==> src/rtl/lclk_fsync_gen.sv <==
module lclk_fsync_gen #(
  parameter int NGEN        = 2,
  parameter int FRAME_TICKS = 4096
) (
  input  logic                                  clk,
  input  logic                                  rst_n,
  input  logic                                  ref_en,
  input  logic                                  cfg_we,
  input  logic [(NGEN > 1 ? $clog2(NGEN) : 1)-1:0] cfg_sel,
  input  logic [5:0]                            cfg_wdata,
  output logic [NGEN-1:0]                       lclk,
  output logic [NGEN-1:0]                       lfs,
  output logic [NGEN-1:0]                       bit_stb,
  output logic [NGEN-1:0]                       mid_stb,
  output logic                                  frm_stb
);
  localparam int SELW = NGEN > 1 ? $clog2(NGEN) : 1;
  localparam int CNTW = $clog2(FRAME_TICKS);
  localparam logic [CNTW-1:0] LAST = CNTW'(FRAME_TICKS - 1);

  logic [CNTW-1:0] cnt;
  logic [CNTW-1:0] cnt_n;
  logic            wrap;

  assign cnt_n = (cnt == LAST) ? '0 : cnt + CNTW'(1);
  assign wrap  = (cnt == LAST);

  always_ff @(posedge clk) begin
    if (!rst_n) begin
      cnt     <= '0;
      frm_stb <= 1'b0;
    end else begin
      frm_stb <= ref_en & wrap;
      if (ref_en) cnt <= cnt_n;
    end
  end

  for (genvar g = 0; g < NGEN; g++) begin : gen_lt
    logic [5:0]      pend, act, nxt;
    logic [CNTW-1:0] half, per, phase;
    logic            clk_raw, fs_raw;

    assign nxt     = wrap ? pend : act;
    assign half    = CNTW'(8) >> nxt[1:0];
    assign per     = half << 1;
    assign phase   = cnt_n & (per - CNTW'(1));
    assign clk_raw = phase < half;

    always_comb begin
      case (nxt[5:4])
        2'd0:    fs_raw = cnt_n > (LAST - per);
        2'd1:    fs_raw = (cnt_n > (LAST - half)) || (cnt_n < half);
        default: fs_raw = cnt_n < per;
      endcase
    end

    always_ff @(posedge clk) begin
      if (!rst_n) begin
        pend       <= '0;
        act        <= '0;
        lclk[g]    <= 1'b1;
        lfs[g]     <= 1'b0;
        bit_stb[g] <= 1'b0;
        mid_stb[g] <= 1'b0;
      end else begin
        if (cfg_we && cfg_sel == SELW'(g)) pend <= cfg_wdata;
        bit_stb[g] <= ref_en && phase == '0;
        mid_stb[g] <= ref_en && phase == half;
        if (ref_en) begin
          act     <= nxt;
          lclk[g] <= clk_raw ^ nxt[2];
          lfs[g]  <= fs_raw ^ nxt[3];
        end
      end
    end
  end
endmodule


==> config.mk <==
export PLATFORM = sky130hd
export DESIGN_NAME = lclk_fsync_gen
export DESIGN_NICKNAME = d
export VERILOG_FILES = /design/src/rtl/lclk_fsync_gen.sv
export SDC_FILE = /design/constraint.sdc
export NUM_CORES = 1
export LEC_CHECK = 0
export ABC_AREA = 1
export CORE_AREA = 2 2 106 88
export DETAILED_ROUTE_END_ITERATION = 10
export DIE_AREA = 0 0 108 90
export GPL_ROUTABILITY_DRIVEN = 0
export SKIP_LAST_GASP = 1
export SLEW_MARGIN = 15
export SYNTH_ARGS = -nofsm -noshare
export SYNTH_HDL_FRONTEND = slang
export SYNTH_SLANG_ARGS = --single-unit
==> constraint.sdc <==
create_clock -name clk -period 9.05 [get_ports clk]
set_clock_uncertainty 0.05 [all_clocks]
set_input_delay 1.3575 -clock clk [delete_from_list [all_inputs] [get_ports clk]]
set_output_delay 1.3575 -clock clk [all_outputs]
set_load 0.1 [all_outputs]
==> tab_implementation.tex <==
\begin{tabular}{lr}
\hline
Metric & Value \\
\hline
\multicolumn{2}{l}{\textbf{Clocking}} \\
Level count of the clock H-tree & 2 \\
Worst-case clock buffer depth & 2 \\
Inserted Clock Buffers & 5 \\
Number of resized instances in the post-cts repair step & 0 \\
Clock tree from TritonCTS & built \\
Register clock-pin slew on the reported worst setup and hold paths & 100 ps \\
Clock Latency Late Sink & 310 ps \\
Buffers inserted by post-CTS timing repair & 0 \\
Clock root cell & clkbuf\_8 \\
Sinks on the clock net & 45 \\
Hold buffer count at cts & 0 \\
\multicolumn{2}{l}{\textbf{Place}} \\
Final HPWL from detailed placement & 6517 um \\
IO buf count & 19 \\
Worst-case setup slack after placement & 5261 ps \\
\multicolumn{2}{l}{\textbf{Timing}} \\
Headroom to the max-slew limit & 0.2674 \\
Setup slack of the critical path after layout & 5243 ps \\
Fraction of the cycle the final worst path needs & 0.4207 \\
Number of max-slew violations in the final report & 0 \\
Setup repair after global routing missed its margin & false \\
Final Hold Violating Endpoints & 0 \\
Maximum clock rate & 262.6 MHz \\
Shortest period the worst path allows & 3808 ps \\
Setup TNS after final layout & 0 ps \\
Final setup violation count & 0 \\
Slew of the pin with the lowest slew margin & 1095 ps \\
\multicolumn{2}{l}{\textbf{Critical path}} \\
Worst Reg2Reg Path Length in Cells & 20 \\
Startpoint kind of the worst setup timing path & flop \\
Data required time at the worst endpoint & 9190 ps \\
Arrival time reported for the critical path endpoint & 3940 ps \\
Crit Reg-Reg Startpoint & cnt[0]\$\_SDFFE\_PN0P\_ \\
Endpoint type of the worst setup path & flop \\
Register-to-register setup slack & 5240 ps \\
Top fanout value on the critical path & 30 \\
Category of the critical setup timing path & reg -> reg \\
Worst reg2reg path endpoint & lfs[0]\$\_SDFFE\_PN0P\_ \\
Launching instance or port of the critical path & cnt[0]\$\_SDFFE\_PN0P\_ \\
\multicolumn{2}{l}{\textbf{Logic synthesis}} \\
Sequential cell area fraction in the yosys report & 0.2673 \\
Post-Synthesis Cell Area & 3371 um2 \\
Synthesis-stage register bit count & 45 \\
Count of warnings emitted by yosys & 0 \\
Synth area leader & dfxtp\_1 \\
Synth top area share & 0.2673 \\
Number of nets in the synthesized netlist & 550 \\
Cells after synthesis & 498 \\
Synth area leaders & dfxtp\_1 (27\%), ha\_1 (15\%), nand2\_1 (10\%) \\
Syn avg cell area & 6.769 um2 \\
Number of different library cells in the post-synthesis netlist & 37 \\
\multicolumn{2}{l}{\textbf{Global routing}} \\
Vias in the first global route & 2926 \\
Largest net degree at the start of global routing & 40 \\
Antenna violations before repair & 0 \\
GRT Total Usage & 0.1847 \\
Wire length of the first global-routing pass & 14390 um \\
Overflow left after global routing & 0 \\
\multicolumn{2}{l}{\textbf{Layout}} \\
Layout fillers & 915 \\
Share of final-layout standard cells stronger than drive strength 1 & 0.07782 \\
Final net count & 565 \\
Diode count & 0 \\
Post-synthesis to final-layout area growth & 11.06\% \\
\multicolumn{2}{l}{\textbf{Hold path}} \\
Classification of the worst-slack hold path & reg -> reg \\
Endpoint of the worst hold path & gen\_lt[0].pend[4]\$\_SDFFE\_PN0P\_ \\
Startpoint of the worst hold path & gen\_lt[0].pend[4]\$\_SDFFE\_PN0P\_ \\
Number of cells on the worst hold path & 2 \\
\multicolumn{2}{l}{\textbf{Routing}} \\
Post-DR vias/cell & 4.989 \\
Drt pass-1 iters & 5 \\
DR vias & 3138 \\
Post-route DRC violation count & 0 \\
Post-detailed-route wirelength per cell & 13.48 um \\
Detailed Route Iter0 Violations & 158 \\
Total wire length & 8480 um \\
Post-detailed-route count of antenna-violating nets & 0 \\
\multicolumn{2}{l}{\textbf{Power and ir drop}} \\
Static leakage & 1.812 nW \\
Worst IR Drop VDD & 64.47 uV \\
Power per unit of standard cell area & 134.8 nW/um2 \\
\multicolumn{2}{l}{\textbf{Floorplanning}} \\
Number of I/O pins & 20 \\
Cell Rows & 31 \\
Die Area & 9720 um2 \\
Die W & 108 um \\
Core Area & 8727 um2 \\
Initial cell density of the core & 0.3862 \\
Die Y-Extent & 90 um \\
\multicolumn{2}{l}{\textbf{Run}} \\
Max-Cap Viols & 0 \\
\multicolumn{2}{l}{\textbf{Run status}} \\
Outcome & finished clean \\
\hline
\end{tabular}
## cell usage after synthesis
cell type   n
nand2_1    94
inv_1      70
nor2_1     70
dfxtp_1    45
ha_1       41
o21ai_0    37
a21oi_1    30
nand3_1    28
nand4_1     9
o211ai_1    8
clkbuf_1    7
inv_2       5
nor2_4      5
nand2_2     4
nand3_2     4
nor3_1      4
or2_2       4
a211oi_1    3
o21ai_2     3
o21bai_1    3
buf_2       2
buf_4       2
nand3b_1    2
nor2_2      2
nor4_1      2
o22ai_1     2
xor2_1      2
a31oi_1     1
a32oi_1     1
buf_6       1
clkinv_1    1
mux2i_1     1
nand2_4     1
nand3_4     1
o21ai_4     1
o31ai_1     1
xor2_2      1
## power breakdown
group | internal (mW) | switching, mW | leakage, nW | total (mW)
combinational | 0.0497 | 0.102 | 1.40 | 0.152
sequential | 0.211 | 0.00979 | 0.371 | 0.221
clock | 0.0564 | 0.0760 | 0.0452 | 0.132
total | 0.317 | 0.188 | 1.81 | 0.505
## through the flow
step | hold slack [ps] | total power, mW | cell area (um2) | util | instances
after floorplan | 374.6 | 0.3345 | 3371 | - | 498
after global placement | 402.8 | 0.3733 | 3650 | 0.4182 | 621
after detailed placement | 406.0 | 0.3745 | 3650 | 0.4182 | 621
after CTS | 420.8 | 0.5075 | 3744 | 0.4290 | 629
after global routing | 437.9 | 0.5393 | 3744 | 0.4290 | 629
final | 413.2 | 0.5045 | 3744 | 0.4290 | 629
## logic make-up (layout without fill, tap and decap cells)
| logic type | Yosys count | count (layout) | share of synthesized area |
|---|---|---|---|
| xor+xnor | 3 | 3 | 0.01002 |
| fa+ha+maj | 41 | 41 | 0.1522 |
| flops | 45 | 45 | 0.2673 |
| buf+inv | 88 | 104 | 0.1032 |
| simple gates | 230 | 230 | 0.3107 |
| mux | 1 | 1 | 0.002970 |
| compound gates | 90 | 90 | 0.1537 |
## worst max-delay path by stage
| stage | endpoint | depth (start not counted) | slack [ps] |
|---|---|---|---|
| finish | lfs[0]$_SDFFE_PN0P_ | 20 | 5240 |
| floorplan | lfs[0]$_SDFFE_PN0P_ | 21 | 6080 |
| CTS | lfs[0]$_SDFFE_PN0P_ | 20 | 5240 |
| global placement | lfs[0]$_SDFFE_PN0P_ | 20 | 5280 |
| detailed placement | lfs[0]$_SDFFE_PN0P_ | 20 | 5260 |
| global route | lfs[0]$_SDFFE_PN0P_ | 20 | 4910 |
## flip-flops by register name, indices dropped and copies added, names as in the netlist
name,flops
gen_lt.pend,12
bit_stb,2
frm_stb,1
lclk,2
mid_stb,2
cnt,12
gen_lt.act,12
lfs,2
## final cells by class
| cell class | count | area (um2) | share of cell area |
|---|---|---|---|
| clock buffer | 5 | 68.82 | 0.01838 |
| clock inverter | 3 | 25.02 | 0.006684 |
| inverter | 76 | 285.3 | 0.07620 |
| tap | 115 | 143.9 | 0.03844 |
| sequential | 45 | 900.9 | 0.2406 |
| timing repair buffer | 20 | 197.7 | 0.05281 |
| multi-input combinational | 365 | 2122 | 0.5668 |
## critical path: stages (launching register included)
cell	delay [ps]
dfxtp_1	380
ha_1	270
nand3_1	140
inv_2	120
nand3_4	330
o21ai_2	390
inv_1	130
nor2_1	200
inv_1	130
ha_1	310
or2_2	310
nor2_1	100
nor2_1	40
a21oi_1	200
nand4_1	120
nand3_1	90
nand3_2	90
nand3_1	90
nand2_1	60
nor2_1	90
nor2_1	40
## per-layer routing
| layer | up-vias | routed length (um) | track usage |
|---|---|---|---|
| met5 | - | 0 | 0 |
| met4 | 0 | 100 | 0.03846 |
| met3 | 13 | 335 | 0.03263 |
| met2 | 66 | 3586 | 0.2752 |
| met1 | 1415 | 4457 | 0.2770 |
| li1 | 1644 | - | - |
## cell usage in the layout (no fill, tap or decap), types with 3 or more instances in the layout
cell type and instances:
or2_2 4, nand3_1 28, clkbuf_8 5, ha_1 41, o21ai_0 37, nand4_1 9
a211oi_1 3, nand2_1 94, dfxtp_1 45, inv_2 5, nand3_2 4, nor2_1 70
inv_1 70, a21oi_1 30, nand2_2 4, o21ai_2 3, nor2_4 5, o211ai_1 8
o21bai_1 3, nor3_1 4, clkdlybuf4s50_1 19
(Power assumes the default switching activity.)
